--- src/rtl/tis_irq_pkg.sv ---
package tis_irq_pkg;

    localparam int unsigned DW    = 32;
    localparam int unsigned OFF_W = 8;
    localparam int unsigned LOC_W = 3;
    localparam int unsigned N_EV  = 4;

    localparam logic [OFF_W-1:0] OFF_IEN  = 8'h08;
    localparam logic [OFF_W-1:0] OFF_IVEC = 8'h0C;
    localparam logic [OFF_W-1:0] OFF_ISTS = 8'h10;
    localparam logic [OFF_W-1:0] OFF_ICAP = 8'h14;

    localparam int unsigned GLOBAL_BIT = 31;

    localparam logic [DW-1:0] EV_SUPPORTED = 32'h0000_0087;
    localparam logic [DW-1:0] POL_FIELD    = 32'h0000_0018;
    localparam logic [DW-1:0] IEN_WRITABLE = (32'h1 << GLOBAL_BIT) | POL_FIELD | EV_SUPPORTED;
    localparam logic [DW-1:0] IEN_RESET    = 32'h0000_0008;
    localparam logic [DW-1:0] ALL_ONES     = '1;

    localparam logic [DW-1:0] CAP_VERSION  = 32'd2 << 28;
    localparam logic [DW-1:0] CAP_XFER64   = 32'd3 << 9;
    localparam logic [DW-1:0] CAP_LOWLEVEL = 32'd1 << 4;
    localparam logic [DW-1:0] CAP_VALUE    = CAP_VERSION | CAP_XFER64 | CAP_LOWLEVEL | EV_SUPPORTED;

    typedef enum logic [2:0] {
        RSEL_IEN,
        RSEL_IVEC,
        RSEL_ISTS,
        RSEL_ICAP,
        RSEL_NONE
    } rsel_e;

    typedef struct packed {
        logic             en;
        logic [LOC_W-1:0] loc;
        logic [OFF_W-1:0] off;
        logic [DW-1:0]    data;
    } wr_req_t;

    function automatic rsel_e decode_off(input logic [OFF_W-1:0] off);
        case (off)
            OFF_IEN:  return RSEL_IEN;
            OFF_IVEC: return RSEL_IVEC;
            OFF_ISTS: return RSEL_ISTS;
            OFF_ICAP: return RSEL_ICAP;
            default:  return RSEL_NONE;
        endcase
    endfunction

    function automatic logic [DW-1:0] ev_to_sts(input logic [N_EV-1:0] ev);
        logic [DW-1:0] r;
        r      = '0;
        r[0]   = ev[0];
        r[1]   = ev[1];
        r[2]   = ev[2];
        r[7]   = ev[3];
        return r;
    endfunction

endpackage

--- src/rtl/tis_irq_loc_regs.sv ---
module tis_irq_loc_regs
    import tis_irq_pkg::*;
(
    input  logic          clk,
    input  logic          rst,
    input  logic          wr_ien,
    input  logic          wr_ists,
    input  logic [DW-1:0] wr_data,
    input  logic [DW-1:0] ev_bits,
    output logic [DW-1:0] ien_q,
    output logic [DW-1:0] ists_q,
    output logic          raise,
    output logic          lower
);

    logic [DW-1:0] set_bits;
    logic [DW-1:0] clr_bits;
    logic [DW-1:0] ists_d;
    logic [DW-1:0] ien_d;

    always_comb begin
        set_bits = ien_q[GLOBAL_BIT] ? (ev_bits & ien_q & EV_SUPPORTED) : '0;
        clr_bits = wr_ists ? (wr_data & EV_SUPPORTED) : '0;
        ists_d   = (ists_q & ~clr_bits) | set_bits;
        ien_d    = wr_ien ? (wr_data & IEN_WRITABLE) : ien_q;
        raise    = |set_bits;
        lower    = (|(clr_bits & ists_q)) && (ists_d == '0);
    end

    always_ff @(posedge clk) begin
        if (rst) begin
            ien_q  <= IEN_RESET;
            ists_q <= '0;
        end else begin
            ien_q  <= ien_d;
            ists_q <= ists_d;
        end
    end

endmodule

--- src/rtl/tis_irq_line.sv ---
module tis_irq_line #(
    parameter int unsigned NUM_LOC = 5
) (
    input  logic               clk,
    input  logic               rst,
    input  logic [NUM_LOC-1:0] raise_vec,
    input  logic [NUM_LOC-1:0] lower_vec,
    output logic               irq_q
);

    logic irq_d;

    always_comb begin
        if (|raise_vec)      irq_d = 1'b1;
        else if (|lower_vec) irq_d = 1'b0;
        else                 irq_d = irq_q;
    end

    always_ff @(posedge clk) begin
        if (rst) irq_q <= 1'b0;
        else     irq_q <= irq_d;
    end

endmodule

--- src/rtl/tis_irq_rd_mux.sv ---
module tis_irq_rd_mux
    import tis_irq_pkg::*;
#(
    parameter int unsigned NUM_LOC = 5,
    parameter int unsigned IRQ_NUM = 5
) (
    input  logic [LOC_W-1:0]            rd_loc,
    input  logic [OFF_W-1:0]            rd_off,
    input  logic [NUM_LOC-1:0][DW-1:0]  ien_all,
    input  logic [NUM_LOC-1:0][DW-1:0]  ists_all,
    output logic [DW-1:0]               rd_data
);

    localparam logic [LOC_W-1:0] LOC_MAX = LOC_W'(NUM_LOC - 1);
    localparam logic [DW-1:0]    VEC_VAL = DW'(IRQ_NUM);

    rsel_e         sel;
    logic [DW-1:0] ien_sel;
    logic [DW-1:0] ists_sel;

    always_comb begin
        ien_sel  = '0;
        ists_sel = '0;
        for (int l = 0; l < NUM_LOC; l++) begin
            if (rd_loc == LOC_W'(l)) begin
                ien_sel  = ien_all[l];
                ists_sel = ists_all[l];
            end
        end
        sel = decode_off(rd_off);
        if (rd_loc > LOC_MAX) begin
            rd_data = ALL_ONES;
        end else begin
            case (sel)
                RSEL_IEN:  rd_data = ien_sel;
                RSEL_ISTS: rd_data = ists_sel;
                RSEL_IVEC: rd_data = VEC_VAL;
                RSEL_ICAP: rd_data = CAP_VALUE;
                default:   rd_data = ALL_ONES;
            endcase
        end
    end

endmodule

--- src/rtl/tis_irq_unit.sv ---
module tis_irq_unit
    import tis_irq_pkg::*;
#(
    parameter int unsigned NUM_LOC = 5,
    parameter int unsigned IRQ_NUM = 5
) (
    input  logic             clk,
    input  logic             rst,
    input  logic             act_vld,
    input  logic [LOC_W-1:0] act_loc,
    input  logic [N_EV-1:0]  ev_mask,
    input  logic [LOC_W-1:0] ev_loc,
    input  logic             wr_en,
    input  logic [LOC_W-1:0] wr_loc,
    input  logic [OFF_W-1:0] wr_off,
    input  logic [DW-1:0]    wr_data,
    input  logic [LOC_W-1:0] rd_loc,
    input  logic [OFF_W-1:0] rd_off,
    output logic [DW-1:0]    rd_data,
    output logic             irq
);

    wr_req_t                    req;
    logic                       wr_owned;
    rsel_e                      wr_sel;
    logic [DW-1:0]              ev_bits;
    logic [NUM_LOC-1:0][DW-1:0] ien_all;
    logic [NUM_LOC-1:0][DW-1:0] ists_all;
    logic [NUM_LOC-1:0]         raise_vec;
    logic [NUM_LOC-1:0]         lower_vec;

    always_comb begin
        req      = '{en: wr_en, loc: wr_loc, off: wr_off, data: wr_data};
        wr_owned = req.en && act_vld && (req.loc == act_loc);
        wr_sel   = decode_off(req.off);
        ev_bits  = ev_to_sts(ev_mask);
    end

    for (genvar l = 0; l < NUM_LOC; l++) begin : g_loc
        logic mine_wr;
        logic mine_ev;
        assign mine_wr = wr_owned && (req.loc == LOC_W'(l));
        assign mine_ev = (ev_loc == LOC_W'(l));

        tis_irq_loc_regs u_regs (
            .clk     (clk),
            .rst     (rst),
            .wr_ien  (mine_wr && (wr_sel == RSEL_IEN)),
            .wr_ists (mine_wr && (wr_sel == RSEL_ISTS)),
            .wr_data (req.data),
            .ev_bits (mine_ev ? ev_bits : '0),
            .ien_q   (ien_all[l]),
            .ists_q  (ists_all[l]),
            .raise   (raise_vec[l]),
            .lower   (lower_vec[l])
        );
    end

    tis_irq_line #(.NUM_LOC(NUM_LOC)) u_line (
        .clk       (clk),
        .rst       (rst),
        .raise_vec (raise_vec),
        .lower_vec (lower_vec),
        .irq_q     (irq)
    );

    tis_irq_rd_mux #(.NUM_LOC(NUM_LOC), .IRQ_NUM(IRQ_NUM)) u_rd (
        .rd_loc   (rd_loc),
        .rd_off   (rd_off),
        .ien_all  (ien_all),
        .ists_all (ists_all),
        .rd_data  (rd_data)
    );

endmodule

--- config.mk ---
export PLATFORM = sky130hd
export DESIGN_NAME = tis_irq_unit
export DESIGN_NICKNAME = d
export VERILOG_FILES = /design/src/rtl/tis_irq_pkg.sv /design/src/rtl/tis_irq_loc_regs.sv /design/src/rtl/tis_irq_line.sv /design/src/rtl/tis_irq_rd_mux.sv /design/src/rtl/tis_irq_unit.sv
export SDC_FILE = /design/constraint.sdc
export NUM_CORES = 1
export LEC_CHECK = 0
export BUFFER_PORTS_ARGS = -buffer_cell sky130_fd_sc_hd__buf_2
export CORE_MARGIN = 5
export CORE_UTILIZATION = 30
export CTS_CLUSTER_DIAMETER = 50
export DETAILED_ROUTE_END_ITERATION = 6
export PLACE_DENSITY = 0.57
export SLEW_MARGIN = 20
export SYNTH_ARGS = -nofsm -noshare
export SYNTH_HDL_FRONTEND = slang
export SYNTH_SLANG_ARGS = --single-unit
--- constraint.sdc ---
create_clock -name clk -period 3.05 [get_ports clk]
set_input_delay 0.915 -clock clk [delete_from_list [all_inputs] [get_ports clk]]
set_output_delay 0.915 -clock clk [all_outputs]
set_load 0.05 [all_outputs]
# After elaboration in Yosys (flattened, before gate mapping)
# Cells that the tools add are included.
[totals]
word_cells = 133
input_bits = 68
latch_bits = 0
output_inout_bits = 33
reg_bits = 196
romBits = 0
mem_bits_rw = 0
n_memories = 0
[classes]
magnitude_cmp = 1
n_reduce_logical = 40
n_mux = 31
n_div = 0
n_eq_ne = 25
add_sub_neg = 0
n_bitwise = 25
n_mul = 0
shift = 0
[op_table]
columns = ["op", "n"]
rows = [
  ["$mux W32", 11],
  ["$and A32 B32 Y32", 10],
  ["$logic_not A32 Y1", 5],
  ["$not A32 Y32", 5],
  ["$or A32 B32 Y32", 5],
  ["$reduce_or A160 Y1", 1],
  ["$reduce_or A32 Y1", 5],
  ["$pmux W32 S4", 1],
  ["$mux W8", 15],
  ["$and A8 B8 Y8", 5],
  ["$eq A8 B4 Y1 const B", 4],
  ["$eq A8 B5 Y1 const B", 4],
  ["$eq A3 B2 Y1 const B", 9],
  ["$pmux W3 S4", 2],
  ["$logic_and A1 B1 Y1", 22],
  ["$logic_not A3 Y1", 5],
  ["$eq A3 B1 Y1 const B", 4],
  ["$eq A3 B3 Y1 const B", 3],
  ["$reduce_or A5 Y1", 1],
  ["$eq A3 B3 Y1", 1],
  ["$gt A3 B3 Y1 const B", 1],
  ["$mux W1", 2],
  ["$reduce_bool A2 Y1", 1],
]

# Longest topological paths before layout
# Gate-level depths: netlist of run 1.
[depth]
depth_word = 13
mapped_depth = 6
mapped_depth_nobuf = 6

# By module
# Synthesis of run 1 repeated with hierarchy kept, for this count alone.
[unflattened]
cells_unflattened = 955
area_unflattened_um2 = 7634.8
[modules_own_cells]
columns = ["mod", "n_inst", "area_per_inst_um2", "cells_per_inst", "seq_area_each_um2"]
rows = [
  ["tis_irq_loc_regs", 5, 873.3, 102, 220.2],
  ["tis_irq_rd_mux", 1, 2907.8, 388, 0.0],
  ["tis_irq_unit", 1, 305.3, 51, 0.0],
  ["tis_irq_line", 1, 55.1, 6, 20.0],
]

# Worst setup path after synthesis of run 1
# No wires, ideal clock.
[synth_path]
path_kind = "input to output"
start = "input port rd_off[0]"
end = "output port rd_data[31]"
stages = 4
path_slack_ns = -0.739
arrival_ns = 2.874
required_time_ns = 2.135
path_buffers = 0
cell_sequence = "or4_1 -> nor2_1 -> nand2_1 -> o21ai_0"
[synth_between]
elab_chain_len = 5
word_cells_on_any_way = 11
classes_between = "eq/ne (7); mux (3); reduce/logical (1)"
[synth_lines]
columns = ["item", "line", "text"]
rows = [
  ["start, declared", "tis_irq_unit.sv:18", "input logic [OFF_W-1:0] rd_off,"],
  ["$eq A8 B5 Y1 / $eq A8 B4 Y1 (equally long branches)", "tis_irq_pkg.sv:42", "case (off)"],
  ["$pmux W3 S4 (*)", "tis_irq_pkg.sv:42", ""],
  ["$eq A3 B2 Y1 (tied with other cells)", "tis_irq_rd_mux.sv:34", "case (sel)"],
  ["$pmux W32 S4 (*)", "tis_irq_rd_mux.sv:34", ""],
  ["$mux W32 (*)", "tis_irq_rd_mux.sv:31", "if (rd_loc > LOC_MAX) begin"],
  ["end, declared", "tis_irq_unit.sv:19", "output logic [DW-1:0] rd_data,"],
]
# Mark *: on every way between the ends. The rest lies on a longest branch, timed or not.

# Final worst setup path of run 1
[layout_path]
start = "input port rd_off[6]"
end = "output port rd_data[0]"
# Same word-level chain as after synthesis.

==> flow_summary_export.csv, run 1 <==
group,metric,value,unit
die,die_w,115,um
logic_synthesis,ys_seq_area_frac,0.340,
route,vias_per_cell,5.53,
finish,synthToLayoutAreaGrowth,24.3,%
route,vias,3147,
global_routing,met2_usage,0.244,
route,wl_per_cell,17.9,um
timing,setup_viol,32,
timing,slew_viol_final,0,
global_routing,grt_use_met3,0.0311,
die,pin_count,101,
setup_path,start_kind,"input port",
finish,final_common_cell,"dfxtp_1",
setup_path,required,2.13,ns
setup_path,crit_chain,"buf_6 > or4_4 > nor2_4 > and3_4 > clkinvlp_4 > nor2_4 > nand2_4 > buf_8",
clock_network,cts_tree,"yes",
logic_synthesis,synth-async-reset-ratio,0,
route,drc,0,
outcome,status,"finished with violations",
finish,nFillCells,1061,
clock_network,clk_latency,0.31,ns
timing,rsz0062_at_grt,"true",
clock_network,cts_buffers,5,
power,ir_worst_vdd,0.000312,V
setup_path,r2r-start,"g_loc[4].u_regs.ien_q[31]",
timing,finClkSkew,0.00407,ns
timing,final.min_clock_period,3.32,ns
setup_path,crit_type,"in2out",
route,drt_iter0_markers,355,
logic_synthesis,syn_area,3300,um^2
global_routing,grtUsageTotal,0.154,
place,io_buffers,75,
logic_synthesis,synth_edf_count,0,
logic_synthesis,synthCells,367,
power,p_leak,1.38,nW
clock_network,clockBufferDepth,2,
timing,max_slew_margin,0.625,
setup_path,crit_top_cell,"nor2_4",
die,rows,38,
route,totalWireLength,10200,um
clock_network,cts.clk_slew.worst_paths,0.10,ns
logic_synthesis,synth_nets,435,
finish,final_net_count,496,
die,die_h,115,um
setup_path,arrival,2.41,ns
power,total_power,1.38,mW
die,core_area,10800,um^2
finish,multi_input_area,1990,um^2
global_routing,grt.busiest_layer,"met2",
global_routing,grt_pass1_vias,2991,
clock_network,h-tree-depth,2,
power,p_per_area,336,nW/um^2
logic_synthesis,syn_avg_cell_area,8.98,um^2
global_routing,use_met1,0.218,
global_routing,grt_max_degree,51,
timing,setup_slack,-0.274,ns
hold_path,worst_hold_path_type,"reg2reg",
die,initial_utilization,0.305,
route,dr.pass1.iters,6,
logic_synthesis,synthDistinctLibCells,53,
hold_path,hp-start,"g_loc[0].u_regs.ien_q[4]",
global_routing,grt_antenna_before_repair,0,
finish,final_cell_mix,"dfxtp_1, buf_4, buf_2",
setup_path,cpPeakStageDelay,0.53,ns
outcome,violations,"negative setup slack",
global_routing,grt_pass1_wl,16100,um
clock_network,cts.sink_count,56,
setup_path,end_kind,"output port",
finish,drive_gt1_frac,0.331,
setup_path,slowest_stage,"or4_4",
logic_synthesis,yosys_warnings,0,
die,dieArea,13200,um^2
place,placed_cells,560,
timing,period_share,1.09,
setup_path,critical_path_peak_fanout,4,
finish,seqCellArea,1120,um^2
route,antenna_left,0,
place,hpwl,7810,um
place,gp_congestion,0.879,
logic_synthesis,synthFlopType,"dfxtp_1",
global_routing,grt-ovfl-total,0,
finish,instances_no_fill,569,
logic_synthesis,ys_seq_elements,56,
timing,report.final.hold_viol_count,0,
timing,worst_pin_slew,0.561,ns
finish,insertedDiodeCount,0,
timing,whs,0.487,ns
timing,clock.fmax,0.301,GHz
flow_run,max_cap_violations,0,
clock_network,root_buffer,"clkbuf_8",
setup_path,startpoint,"rd_off[6]",
clock_network,hold_buffers,0,
## layout make-up
type,count,share of cell area
Sequential cell,56,0.274
Clock buffer,5,0.0168
Timing Repair Buffer,95,0.162
Inverter,8,0.00825
Tap cell,140,0.0428
Multi-Input combinational cell,262,0.485
Clock inverter,3,0.0113
## cells by family (layout without fill, tap and decap cells)
kind of cell | count (synthesis) | count (layout) | synth area share
AO/OA/AOI/OAI | 101 | 101 | 0.197
AND/OR/NAND/NOR | 120 | 120 | 0.214
XOR/XNOR | 2 | 2 | 0.00532
multiplexers | 39 | 39 | 0.160
flip-flops | 56 | 56 | 0.340
buffers and inverters | 49 | 111 | 0.0835
## worst max-delay path, delay by kind of cell
family / cells / cell delay [ns]
buf+inv: 3 / 0.35
simple gates: 5 / 1.13
## sequential cells by signal, summed over array words and instances, names as in the netlist
register	cells
g_loc.u_regs.ists_q	20
g_loc.u_regs.ien_q	35
u_line.irq_q	1
## synth_stat cells (3+ instances only)
master | number | area [um^2]
a21oi_1 | 26 | 130
nor2_1 | 31 | 116
nor4_1 | 4 | 25.0
nand3_1 | 26 | 130
nand2_1 | 20 | 75.1
buf_2 | 4 | 20.0
dfxtp_1 | 56 | 1120
mux2i_1 | 28 | 280
buf_4 | 23 | 173
a21boi_0 | 3 | 22.5
and3_1 | 3 | 18.8
o21ai_0 | 18 | 90.1
clkbuf_1 | 12 | 45.0
a22oi_1 | 21 | 158
inv_1 | 8 | 30.0
or4_1 | 4 | 30.0
nor3_1 | 3 | 15.0
nand4_1 | 4 | 25.0
mux4_2 | 11 | 248
a22o_1 | 5 | 43.8
and4bb_2 | 3 | 37.5
o21ai_1 | 11 | 55.1
## per-stage QoR
stage | util | cell area [um^2] | setup TNS [ns] | worst slack (ns)
6_report | 0.379 | 4100 | -7.23 | -0.274
5_1_grt | 0.379 | 4100 | -9.25 | -0.346
4_1_cts | 0.375 | 4050 | -7.24 | -0.247
2_1_floorplan | - | 3340 | -13.35 | -0.532
3_3_place_gp | 0.352 | 3800 | -9.17 | -0.410
3_5_place_dp | 0.352 | 3800 | -9.76 | -0.391
## worst paths after layout
path / to / slack [ns] / cells after the start
worst max register to register: u_line.irq_q / 1.22 / 5
worst max-delay path: rd_data[0] / -0.27 / 8
worst min register to register: g_loc[0].u_regs.ien_q[4] / 0.49 / 2
worst min-delay path: g_loc[0].u_regs.ien_q[4] / 0.49 / 2
## metal layers
| metal | vias up | part of all wire | wire length, um |
|---|---|---|---|
| met2 | 163 | 0.46 | 4660 |
| li1 | 1485 | - | - |
| met5 | - | 0 | 0 |
| met1 | 1486 | 0.42 | 4330 |
| met4 | 0 | 0.014 | 139 |
| met3 | 13 | 0.10 | 1070 |
## report_power, final
part	internal [mW]	switching [mW]	total (mW)
registers	0.731	0.00000680	0.731
logic	0.0490	0.0951	0.144
clock network	0.248	0.255	0.503
total	1.03	0.350	1.38
## timing repair
| action | in CTS | in global routing |
|---|---|---|
| resized for setup | 44 | 14 |
| buffers inserted | 0 | 1 |
| pin swaps | 6 | 0 |
| endpoints found under the setup margin | 32 | 32 |
No activity file was read; power rests on OpenSTA's default activity.
==> run 2, diff against run 1 <==
Settings changed: ABC_AREA from default to 1.
==> run 2 against run 1 <==
The flow still finishes with violations (negative setup slack). Flip-flop and latch count unchanged. Cell area up 26%. Worst hold slack better by 0.013 ns. Register-to-register slack better by 0.10 ns. Count of clock-buffer cells in the layout unchanged. Via count up 31%. Setup slack better by 0.062 ns. Non-clock buffer count up 27. Global-route usage up 2.7 points. Clock skew about the same. Clock power up 35%. Total power up 20%. Largest cell class unchanged.
==> flow_summary_export.csv, run 2 <==
group,metric,value,unit
outcome,status,"finished with violations",
outcome,violations,"negative setup slack",
hold_path,worst_hold_path_type,"reg2reg",
setup_path,end_kind,"output port",
power,p_clk_frac,0.410,
logic_synthesis,synth.most_common_cell,"nand2_1",
global_routing,grt_pass1_wl,20500,um
power,sw_frac_of_total,0.265,
logic_synthesis,ys_seq_elements,56,
power,p_per_area,321,nW/um^2
clock_network,h-tree-depth,2,
place,io_buffers,75,
place,dp_slack,-0.498,ns
logic_synthesis,synth_edf_count,0,
global_routing,grt_pass1_vias,3899,
logic_synthesis,yosys-top-cells-area,"dfxtp_1, nand2_1, inv_1",
place,dpl_cell_area,4360,um^2
finish,drive_gt1_frac,0.314,
power,p_leak,2.23,nW
global_routing,grt_use_met3,0.0253,
logic_synthesis,synth-async-reset-ratio,0,
timing,rsz0062_at_grt,"true",
clock_network,cts_buffers,5,
finish,post-route-cell-area,5160,um^2
die,die_h,119,um
logic_synthesis,synth_nets,628,
route,dr.pass1.iters,5,
setup_path,crit_type,"in2out",
timing,final.min_clock_period,3.26,ns
timing,worst_pin_slew,0.533,ns
timing,finClkSkew,0.00378,ns
clock_network,cts.sink_count,56,
logic_synthesis,yosys_warnings,0,
logic_synthesis,synth_area_leader_cell,"dfxtp_1",
place,placed_cells,778,
finish,nFillCells,1147,
route,drt_iter0_markers,354,
logic_synthesis,syn_avg_cell_area,6.33,um^2
finish,synthToLayoutAreaGrowth,45.6,%
flow_run,max_cap_violations,0,
place,hpwl,10100,um
power,seqPwrFrac,0.441,
power,intPower,1.22,mW
die,pin_count,101,
global_routing,grt_antenna_before_repair,0,
route,vias_per_cell,5.20,
power,ir_worst_vdd,0.000222,V
timing,slew_viol_final,0,
global_routing,grt_max_degree,36,
timing,setup_slack,-0.212,ns
route,drc,0,
power,combinationalPowerShare,0.148,
global_routing,grt-ovfl-total,0,
setup_path,arrival,2.35,ns
clock_network,cts_tree,"yes",
timing,clock.fmax,0.307,GHz
logic_synthesis,synth_top_area_share,0.316,
route,vias,4133,
setup_path,required,2.13,ns
global_routing,grtUsageTotal,0.180,
timing,finalSetupTns,-2.20,ns
clock_network,cts.clk_slew.worst_paths,0.08,ns
logic_synthesis,syn_area,3550,um^2
finish,instances_no_fill,795,
finish,insertedDiodeCount,0,
finish,final_common_cell,"nand2_1",
clock_network,clk_latency,0.30,ns
route,antenna_left,0,
finish,final_net_count,719,
die,die_w,119,um
timing,max_slew_margin,0.642,
finish,top_regs,"g_loc.u_regs.ien_q: 35 flops, g_loc.u_regs.ists_q: 20 flops, u_line.irq_q: 1 flops",
clock_network,clockBufferDepth,2,
route,wl_per_cell,17.1,um
finish,final_cell_mix,"nand2_1, inv_1, dfxtp_1",
finish,largest_reg_flops,35,
finish,regMostFlops,"g_loc.u_regs.ien_q",
place,gp_congestion,0.907,
global_routing,grt.busiest_layer,"met2",
global_routing,met2_usage,0.315,
logic_synthesis,synthFlopType,"dfxtp_1",
logic_synthesis,ys_seq_area_frac,0.316,
die,dieArea,14100,um^2
setup_path,critical_path_peak_fanout,7,
logic_synthesis,synthDistinctLibCells,31,
timing,setup_viol,23,
power,switchingPower,0.438,mW
timing,period_share,1.07,
global_routing,use_met1,0.235,
clock_network,root_buffer,"clkbuf_16",
setup_path,start_kind,"input port",
logic_synthesis,synthCells,560,
route,totalWireLength,13600,um
die,initial_utilization,0.308,
die,rows,39,
die,core_area,11500,um^2
logic_synthesis,synthTopCellsByCount,"nand2_1, inv_1, dfxtp_1",
timing,report.final.hold_viol_count,0,
run 2: what timing repair did:
item | in CTS | in global routing
hold buffers | 0 | 0
pin swaps | 9 | 14
setup endpoints to repair | 17 | 32
resized for setup | 55 | 102
cloned | 0 | 2
setup buffers | 4 | 4
run 2: cells by family after synthesis:
logic type / count (synthesis) / synth area share
and+or+nand+nor: 258 / 0.327
AOI/OAI and AO/OA: 123 / 0.199
buffers and inverters: 123 / 0.157
DFF: 56 / 0.316
run 2: worst max-delay path, stage by stage:
cell and delay [ns]:
buf_6 0.10, buf_6 0.11, nor2_4 0.13, buf_6 0.12, inv_2 0.04, nor2_4 0.19
inv_4 0.09, buf_4 0.19, nor2_1 0.20, o31ai_4 0.10, buf_6 0.16
run 2: final timing paths:
path	startpoint	cells past startpoint	endpoint	slack (ns)
max	rd_loc[1]	11	rd_data[7]	-0.21
min	g_loc[0].u_regs.ien_q[3]	2	g_loc[0].u_regs.ien_q[3]	0.50
max reg2reg	g_loc[0].u_regs.ien_q[31]	10	u_line.irq_q	1.32
min reg2reg	g_loc[0].u_regs.ien_q[3]	2	g_loc[0].u_regs.ien_q[3]	0.50
run 2: through the flow:
step,hold slack (ns),power (mW),utilization
3_3_place_gp,0.483,0.945,0.379
6_report,0.500,1.66,0.448
2_1_floorplan,0.455,0.855,-
5_1_grt,0.529,1.71,0.448
3_5_place_dp,0.486,0.948,0.379
4_1_cts,0.503,1.64,0.414
run 2: area by class of cell:
cell class	count	area [um^2]	share of cell area
Tap cell	143	179	0.0346
Multi-Input combinational cell	381	2240	0.434
Clock buffer	5	125	0.0242
Timing Repair Buffer	122	1110	0.215
Sequential cell	56	1120	0.217
Clock inverter	3	46.3	0.00897
Inverter	85	343	0.0664
run 2: power by group through the flow:
| stage | clock network [mW] | logic [mW] | registers, mW |
|---|---|---|---|
| after detailed placement | 0 | 0.201 | 0.748 |
| after CTS | 0.688 | 0.222 | 0.730 |
| after global placement | 0 | 0.197 | 0.748 |
| final | 0.679 | 0.246 | 0.730 |
| after floorplan | 0 | 0.108 | 0.748 |
| after global routing | 0.721 | 0.262 | 0.730 |
run 2: metal layers:
metal / share of wire / wire length, um / up-vias
met5: 0 / 0 / -
met4: 0.018 / 248 / 0
met3: 0.050 / 675 / 22
met2: 0.51 / 6900 / 140
met1: 0.42 / 5760 / 1944
li1: - / - / 2027
